`config.mk`:
```
export PLATFORM = sky130hd
export DESIGN_NAME = rr_match_sched
export DESIGN_NICKNAME = d
export VERILOG_FILES = /design/src/rtl/rrm_pkg.sv /design/src/rtl/rrm_rr_pick.sv /design/src/rtl/rrm_stage.sv /design/src/rtl/rrm_ctrl.sv /design/src/rtl/rr_match_sched.sv
export SDC_FILE = /design/constraint.sdc
export NUM_CORES = 1
export LEC_CHECK = 0
export CORE_MARGIN = 5
export CORE_UTILIZATION = 40
export CTS_BUF_LIST = sky130_fd_sc_hd__clkbuf_8 sky130_fd_sc_hd__clkbuf_16
export CTS_CLUSTER_SIZE = 28
export DETAILED_ROUTE_END_ITERATION = 8
export PLACE_DENSITY_LB_ADDON = 0.25
export SETUP_SLACK_MARGIN = 0.15
export SLEW_MARGIN = 10
export SYNTH_ARGS = -nofsm -noshare
export SYNTH_HDL_FRONTEND = slang
export SYNTH_SLANG_ARGS = --single-unit
export TNS_END_PERCENT = 1
```
`constraint.sdc`:
```
create_clock -name clk -period 3.81 [get_ports clk]
set_input_delay 0.762 -clock clk [delete_from_list [all_inputs] [get_ports clk]]
set_output_delay 0.762 -clock clk [all_outputs]
set_load 0.03 [all_outputs]
```
`src/rtl/rrm_pkg.sv`:
```
package rrm_pkg;

   // Variant of the round-robin pick circuit
   typedef enum logic [0:0] {
      PICK_SCAN = 1'b0,   // rotating priority scan
      PICK_MASK = 1'b1    // masked upper half, then wrap
   } pick_style_e;

   // Bits needed to hold an index below n (at least one)
   function automatic int ptr_bits(input int n);
      return (n < 2) ? 1 : $clog2(n);
   endfunction

endpackage

```
`src/rtl/rrm_rr_pick.sv`:
```
module rrm_rr_pick #(
   parameter int                  N     = 4,
   parameter rrm_pkg::pick_style_e STYLE = rrm_pkg::PICK_MASK,
   localparam int                 PW    = rrm_pkg::ptr_bits(N)
) (
   input  logic [N-1:0]  req,
   input  logic [PW-1:0] ptr,
   output logic [N-1:0]  gnt,
   output logic [PW-1:0] idx
);

   if (N < 2) begin : g_bad_n
      $error("rrm_rr_pick: N must be at least 2");
   end

   if (STYLE == rrm_pkg::PICK_SCAN) begin : g_scan
      always_comb begin
         gnt = '0;
         for (int k = 0; k < N; k++) begin
            if (req[(int'(ptr) + k) % N] && (gnt == '0)) begin
               gnt[(int'(ptr) + k) % N] = 1'b1;
            end
         end
      end
   end else begin : g_mask
      logic [N-1:0] upper;
      logic [N-1:0] hi;
      logic [N-1:0] hi_low;
      logic [N-1:0] all_low;
      always_comb begin
         for (int k = 0; k < N; k++) begin
            upper[k] = (k >= int'(ptr));
         end
      end
      assign hi      = req & upper;
      assign hi_low  = hi & (~hi + 1'b1);
      assign all_low = req & (~req + 1'b1);
      assign gnt     = (|hi) ? hi_low : all_low;
   end

   always_comb begin
      idx = '0;
      for (int k = 0; k < N; k++) begin
         if (gnt[k]) idx = idx | PW'(k);
      end
   end

endmodule

```
`src/rtl/rrm_stage.sv`:
```
module rrm_stage #(
   parameter int                  N      = 4,
   parameter rrm_pkg::pick_style_e STYLE  = rrm_pkg::PICK_MASK,
   parameter bit                  BY_COL = 1'b1,
   localparam int                 PW     = rrm_pkg::ptr_bits(N),
   localparam int                 NN     = N * N
) (
   input  logic [NN-1:0]         mat,
   input  logic [N-1:0][PW-1:0]  ptr,
   output logic [NN-1:0]         pick_mat,
   output logic [N-1:0][PW-1:0]  pick_idx
);

   // One arbiter per lane: a lane is an output column (BY_COL) or an input row
   for (genvar l = 0; l < N; l++) begin : g_lane
      logic [N-1:0] vec;
      logic [N-1:0] sel;
      for (genvar m = 0; m < N; m++) begin : g_mem
         if (BY_COL) begin : g_col
            assign vec[m]            = mat[m*N + l];
            assign pick_mat[m*N + l] = sel[m];
         end else begin : g_row
            assign vec[m]            = mat[l*N + m];
            assign pick_mat[l*N + m] = sel[m];
         end
      end
      rrm_rr_pick #(.N(N), .STYLE(STYLE)) u_pick (
         .req (vec),
         .ptr (ptr[l]),
         .gnt (sel),
         .idx (pick_idx[l])
      );
   end

endmodule

```
`src/rtl/rrm_ctrl.sv`:
```
module rrm_ctrl #(
   parameter int  ITERS = 2,
   localparam int CW    = (ITERS < 2) ? 1 : $clog2(ITERS)
) (
   input  logic clk,
   input  logic rst_n,
   input  logic start,
   output logic load,
   output logic busy,
   output logic first,
   output logic done
);

   if (ITERS < 1) begin : g_bad_iters
      $error("rrm_ctrl: ITERS must be at least 1");
   end

   logic [CW-1:0] cnt;
   logic          last;

   assign load  = start & ~busy;
   assign first = busy & (cnt == '0);
   assign last  = busy & (cnt == CW'(ITERS - 1));

   always_ff @(posedge clk or negedge rst_n) begin
      if (!rst_n) begin
         busy <= 1'b0;
         cnt  <= '0;
         done <= 1'b0;
      end else begin
         done <= 1'b0;
         if (load) begin
            busy <= 1'b1;
            cnt  <= '0;
         end else if (busy) begin
            if (last) begin
               busy <= 1'b0;
               done <= 1'b1;
            end else begin
               cnt <= cnt + 1'b1;
            end
         end
      end
   end

endmodule

```
`src/rtl/rr_match_sched.sv`:
```
module rr_match_sched #(
   parameter int                  N     = 4,
   parameter int                  ITERS = rrm_pkg::ptr_bits(N),
   parameter rrm_pkg::pick_style_e STYLE = rrm_pkg::PICK_MASK,
   localparam int                 PW    = rrm_pkg::ptr_bits(N),
   localparam int                 NN    = N * N
) (
   input  logic          clk,
   input  logic          rst_n,
   input  logic          start,
   input  logic [NN-1:0] req,
   output logic [NN-1:0] match,
   output logic          done
);

   if (N < 2) begin : g_bad_n
      $error("rr_match_sched: N must be at least 2");
   end
   if (ITERS < 1) begin : g_bad_iters
      $error("rr_match_sched: ITERS must be at least 1");
   end

   logic                 load;
   logic                 busy;
   logic                 first;
   logic [NN-1:0]        req_q;
   logic [NN-1:0]        match_q;
   logic [N-1:0]         in_taken;
   logic [N-1:0]         out_taken;
   logic [NN-1:0]        elig;
   logic [NN-1:0]        grant;
   logic [NN-1:0]        acc;
   logic [N-1:0]         in_acc;
   logic [N-1:0]         out_acc;
   logic [N-1:0][PW-1:0] gptr;
   logic [N-1:0][PW-1:0] aptr;
   logic [N-1:0][PW-1:0] gidx;
   logic [N-1:0][PW-1:0] aidx;

   rrm_ctrl #(.ITERS(ITERS)) u_ctrl (
      .clk   (clk),
      .rst_n (rst_n),
      .start (start),
      .load  (load),
      .busy  (busy),
      .first (first),
      .done  (done)
   );

   // Rows and columns already paired in this timeslot
   always_comb begin
      in_taken  = '0;
      out_taken = '0;
      for (int i = 0; i < N; i++) begin
         for (int j = 0; j < N; j++) begin
            if (match_q[i*N + j]) begin
               in_taken[i]  = 1'b1;
               out_taken[j] = 1'b1;
            end
         end
      end
   end

   always_comb begin
      for (int i = 0; i < N; i++) begin
         for (int j = 0; j < N; j++) begin
            elig[i*N + j] = req_q[i*N + j] & ~in_taken[i] & ~out_taken[j];
         end
      end
   end

   // Grant: one arbiter per output column
   rrm_stage #(.N(N), .STYLE(STYLE), .BY_COL(1'b1)) u_grant (
      .mat      (elig),
      .ptr      (gptr),
      .pick_mat (grant),
      .pick_idx (gidx)
   );

   // Accept: one arbiter per input row
   rrm_stage #(.N(N), .STYLE(STYLE), .BY_COL(1'b0)) u_accept (
      .mat      (grant),
      .ptr      (aptr),
      .pick_mat (acc),
      .pick_idx (aidx)
   );

   always_comb begin
      in_acc  = '0;
      out_acc = '0;
      for (int i = 0; i < N; i++) begin
         for (int j = 0; j < N; j++) begin
            if (acc[i*N + j]) begin
               in_acc[i]  = 1'b1;
               out_acc[j] = 1'b1;
            end
         end
      end
   end

   // Pointers move only on first-round acceptances
   for (genvar l = 0; l < N; l++) begin : g_ptr
      always_ff @(posedge clk or negedge rst_n) begin
         if (!rst_n) begin
            gptr[l] <= '0;
         end else if (first && out_acc[l]) begin
            gptr[l] <= (gidx[l] == PW'(N - 1)) ? '0 : gidx[l] + 1'b1;
         end
      end
      always_ff @(posedge clk or negedge rst_n) begin
         if (!rst_n) begin
            aptr[l] <= '0;
         end else if (first && in_acc[l]) begin
            aptr[l] <= (aidx[l] == PW'(N - 1)) ? '0 : aidx[l] + 1'b1;
         end
      end
   end

   always_ff @(posedge clk or negedge rst_n) begin
      if (!rst_n) begin
         req_q   <= '0;
         match_q <= '0;
      end else if (load) begin
         req_q   <= req;
         match_q <= '0;
      end else if (busy) begin
         match_q <= match_q | acc;
      end
   end

   assign match = match_q;

endmodule

```
==> metrics, run 1 <==
top cell type's share of synthesized area 0.374; setup ws final 503 ps; total clock sinks 51; status finished, final reports clean; post-synthesis compound-gate area fraction 0.320; top_reg_cell synth dfrtp_1; worst skew pair latency 310 ps; slew margin rel. 0.370; grt ovf 0; Max-Cap Viols 0; hold buffers post-CTS 0; worst hold slack 414 ps; endpoints failing setup 0; global-route wire length before repair 18400 um; Final Skew 6.65 ps; worst reg2reg path depth 9; CTS buffer count 5; final hold vios 0; Initial Utilization 0.413; Syn Nets 428; Slew Limit Fails 0; Worst EP required 4000 ps; instance count of the mapped netlist 409; fin crit share 0.868; core area 0.00826 mm2; Simple-Gate Fraction of Synth Area 0.255; area share of fa/ha/maj cells after synthesis 0; Fmax 302 MHz; Worst EP arrival 3500 ps; GRT Overall Usage 0.229; Synth area leader dfrtp_1; critical path type reg -> reg; mux cell area share after synthesis 0.00917; EDFF count, synth 0; Hold Path Class in -> async; Die Y 102 um; I/O Pins 36; Die Wd 102 um; P&R area growth vs syn 18.0%; Wirelength per Cell 20.4 um; Place WS 603 ps; Leak 1.70 nW; largest net degree at the start of global routing 30; Power per Cell Area 1010 mW/mm2; DRT Pass-1 Iters 5; H-tree depth 2; Overall Power 4.06 mW; CTS resizes 0; commonest cells after routing, fill and taps aside nand2_1, dfrtp_1, clkdlybuf4s50_1, o21ai_0, nor2_1; Avg Cell Area, Syn 8.34 um2; Worst-Margin Slew 941 ps; WL final 11400 um; DRC 0; most common cell after layout, fill and taps aside nand2_1; Post-CTS Setup Repair Bufs 0; Crit. End Element register; Synth area leaders dfrtp_1, nand2_1, o21ai_0; # rows 33; Filler cells 823; Detail Placement HPWL 8650 um; initial antenna violation count 0; Peak VDD IR 0.477 mV; Seq cells post-synth 51; RSZ-0062 raised after global routing no; DR vias 3544; setup TNS 0 ps; asr flop ratio synth 1.00; Clock Tree Root clkbuf_8; Distinct cells, synth 76; GPL Wtd Cong 0.977; clock-pin slew on the worst setup and hold paths 90 ps; xor and xnor area share after synthesis 0; placed cells 549; minimum clock period 3310 ps; ANT nets after route 0; drt via density 6.37; Layout Nets 470; sequential-to-total area share from yosys stat 0.374; vias in the first global route 3375; Final Non-Filler Cells 556; largest family of logic cells by synthesized area compound AO/OA/AOI/OAI gates; Worst Setup Start Kind register; crit-path max FO 9; die area 0.0105 mm2; initial drt markers 306; antenna cell count 0; Buffers on Ports 35; Synth Cell Area 0.00341 mm2; CTS max path bufs 2; layout cells sized above 1 0.111; Synthesis Warnings 0; CTS tree done
==> synth_stat cells, types with 4 or more instances <==
cell / count
nor2b_1: 6
a21o_1: 5
a31oi_1: 4
nand2_1: 77
o21ai_0: 31
a21oi_1: 22
clkbuf_1: 12
a32oi_1: 5
o22ai_1: 7
and2_1: 4
nor4_1: 8
o21a_1: 6
a32o_1: 5
nor3_1: 10
or2_2: 4
nand2b_1: 4
nand3_1: 10
nor2_1: 23
or4_1: 5
inv_1: 19
a22oi_1: 8
dfrtp_1: 51
a22o_1: 6
==> routing by layer <==
layer	wire, um	global-route usage
met1	4800	0.322
met2	5100	0.345
met3	1010	0.0416
met4	461	0.0979
met5	0	0
==> cell type report <==
cell class,count,area [um2],area share
clock buffers,6,82.6,0.0205
clock inverters,1,5.00,0.00124
inverters,19,71.3,0.0177
multi-input cells,323,1990,0.495
flip-flops and latches,51,1280,0.317
well taps,105,131,0.0326
repair buffers,51,465,0.116
==> per-stage QoR <==
step	util	area, um2
finish	0.487	4020
global route	0.487	4020
CTS	0.487	4020
detailed placement	0.477	3940
global placement	0.477	3940
floorplan	-	3410
==> flip-flops by register name, summed over array words and instances (netlist names) <==
register and flops:
match 16, u_ctrl.busy 1, req_q 16, u_ctrl.cnt 1
u_ctrl.done 1, gptr 8, aptr 8
==> cell families after synthesis <==
logic type,count (synthesis)
AND/OR/NAND/NOR,173
AO/OA/AOI/OAI,147
flip-flops,51
buffers and inverters,35
multiplexers,3
==> worst paths after layout <==
path | slack, ps | from | end
max | 500 | match[10] | gptr[3]
min | 410 | rst_n | req_q[11]
max reg2reg | 500 | match[10] | gptr[3]
min reg2reg | 510 | req_q[8] | req_q[8]
max in group asynchronous | 2600 | rst_n | gptr[4]
min in group clk | 510 | req_q[8] | req_q[8]
==> critical path, cell delays in order, from the launching register on <==
cell      delay, ps
dfrtp_1         510
nor4_1          670
buf_4           300
a32oi_1         140
o221ai_2        310
o21ai_0         150
a221oi_2        380
a21oi_1         100
a31oi_1         280
mux2_1          350
==> report_power, final <==
| group | internal, mW | switching, mW |
|---|---|---|
| Clock | 0.143 | 0.181 |
| Sequential | 0.774 | 0.398 |
| Combinational | 1.02 | 1.54 |
No activity file was read; power rests on OpenSTA's default activity.
==> inputs of run 2 (changes only) <==
--- a/config.mk
+++ b/config.mk
@@ -10,7 +10,6 @@
 export CTS_BUF_LIST = sky130_fd_sc_hd__clkbuf_8 sky130_fd_sc_hd__clkbuf_16
 export CTS_CLUSTER_SIZE = 28
 export DETAILED_ROUTE_END_ITERATION = 8
-export PLACE_DENSITY_LB_ADDON = 0.25
 export SETUP_SLACK_MARGIN = 0.15
 export SLEW_MARGIN = 10
 export SYNTH_ARGS = -nofsm -noshare
==> run 2 against run 1 <==
- non-clock buffer count decreased by 2
- critical path depth shrank 1
- flip-flop and latch count did not move
- wire length grew 0.39%
- maximum frequency shrank 1.1%
- clock power increased by 20%
- clock skew up 4.2 ps
- final cell count shrank 0.36%
- via count shrank 1.6%
- design area rose by 0.25%
- largest power group unchanged
==> metrics, run 2 (synthesis gave the netlist of run 1 again) <==
DR vias 3487 (-1.6%); hold path startpoint req_q[11]; grt ovf 0 (unchanged); final hold vios 0 (unchanged); vias in the first global route 3309 (-2.0%); final non-filler cell area 0.00403 mm2 (+0.25%); Bufs and invs on worst path 0 (-1); RSZ-0062 raised after global routing no; # rows 33 (unchanged); H-tree depth 2 (unchanged); core area 0.00826 mm2 (unchanged); Post-CTS Setup Repair Bufs 0 (unchanged); Detail Placement HPWL 8780 um (+1.4%); global-route wire length before repair 17900 um (-2.6%); ANT nets after route 0 (unchanged); Min-Delay Endpoint req_q[11]; CTS buffer count 5 (unchanged); critical path type reg -> reg; GRT Overall Usage 0.227 (-0.00240); slew margin rel. 0.332 (-0.0379); CP startpoint match[3]; Initial Utilization 0.413 (unchanged); Leak 1.69 nW (-0.38%); DRC 0 (unchanged); drt via density 6.29 (-1.3%); Placed Instance Area 0.00393 mm2 (-0.22%); P&R area growth vs syn 18.3%; Die Wd 102 um (unchanged); largest net degree at the start of global routing 34 (+13%); slowest stage delay, CP 650 ps (-20 ps); clock-pin slew on the worst setup and hold paths 110 ps (+20 ps); Power per Cell Area 1020 mW/mm2 (+1.4%); Buffers on Ports 35 (unchanged); Peak VDD IR 0.512 mV (+7.3%); CTS tree done; Layout Nets 468 (-0.43%); setup TNS 0 ps (unchanged); Worst EP arrival 3560 ps (+60 ps); CP Cell Sequence nor4_1 -> nand3_1 -> nor4_1 -> nor2_1 -> o21ai_0 -> a21oi_1 -> o41a_1 -> o21a_1; CTS max path bufs 2 (unchanged); total clock sinks 51 (unchanged); Wirelength per Cell 20.6 um (+0.75%); FF-to-FF setup slack 470 ps (-40 ps); Fmax 299 MHz (-1.1%); fin crit share 0.877 (+0.00942); Die Y 102 um (unchanged); reg2reg end gptr[5]; initial antenna violation count 0 (unchanged); Overall Power 4.12 mW (+1.6%); minimum clock period 3340 ps (+35.9 ps); antenna cell count 0 (unchanged); Final Skew 10.9 ps (+4.22 ps); Max-Cap Viols 0 (unchanged); crit-path most repeated cell nor4_1; CP max-delay cell nor4_1; worst reg2reg path depth 8 (-1); Clock Tree Root clkbuf_8; Worst R2R Start match[3]; Slew Limit Fails 0 (unchanged); initial drt markers 318 (+3.9%); die area 0.0105 mm2 (unchanged); cell depth of the worst hold path 2; endpoints failing setup 0 (unchanged); CP top delay family simple AND/OR/NAND/NOR gates; layout cells sized above 1 0.109 (-0.00173); crit-path max FO 9 (unchanged); Worst-Margin Slew 998 ps (+56.7 ps); status finished, final reports clean; Crit. End Element register; WL final 11400 um (+0.39%); Hold Path Class reg -> reg; Worst EP required 4030 ps (+30 ps); Worst Setup Start Kind register; GPL Wtd Cong 0.965 (-1.2%); I/O Pins 36 (unchanged); DRT Pass-1 Iters 5 (unchanged); hold buffers post-CTS 0 (unchanged); commonest cells after routing, fill and taps aside nand2_1, dfrtp_1, clkdlybuf4s50_1, o21ai_0, nor2_1; most common cell after layout, fill and taps aside nand2_1; CTS resizes 0 (unchanged); worst skew pair latency 320 ps (about the same)
## run 2: changes by cell type in the layout (fill, tap and decap cells not counted)
cell        delta
clkbuf_8       -1
nor4_1         -1
clkinv_2       -1
bufinv_16      +1
clkinvlp_4     +1
buf_4          -2
nor4_2         +1
## run 2: where the power goes
part	internal (mW)	leakage [nW]	switching [mW]
clock	0.193	0.0502	0.198
sequential	0.773	0.639	0.390
combinational	1.02	1.00	1.55
## run 2: worst max path at each step
stage / to / slack [ps] / cells past startpoint
floorplan: gptr[3] / 800 / 8
global placement: gptr[5] / 590 / 8
detailed placement: gptr[5] / 620 / 8
CTS: gptr[5] / 590 / 8
global route: gptr[5] / 190 / 8
finish: gptr[5] / 470 / 8
## run 2: per-stage QoR
step                      setup WS (ps)  cells  utilization  hold slack [ps]
after floorplan                     798    409            -              437
after global placement              589    547        0.476              461
after detailed placement            617    547        0.476              464
after CTS                           591    554        0.488              489
after global routing                192    554        0.488              517
final                               467    554        0.488              485
## run 2: tightest hold or removal path: stages (launching register included)
cell	delay, ps
dfrtp_1	350
nand2_1	50
nand2_1	60
## run 2: metal layers
layer  vias up  track usage  wire length [um]
li1       1622            -                 -
met1      1682        0.300              4930
met2       149        0.361              5130
met3        34       0.0457               884
met4         0       0.0938               470
met5         -            0                 0
## run 2: layout make-up
class                           count  area, um2
Clock buffer                        5       68.8
Clock inverter                      2       37.5
Fill cell                         816       4220
Inverter                           19       71.3
Multi-Input combinational cell    323       2000
Sequential cell                    51       1280
Tap cell                          105        131
Timing Repair Buffer               49        450
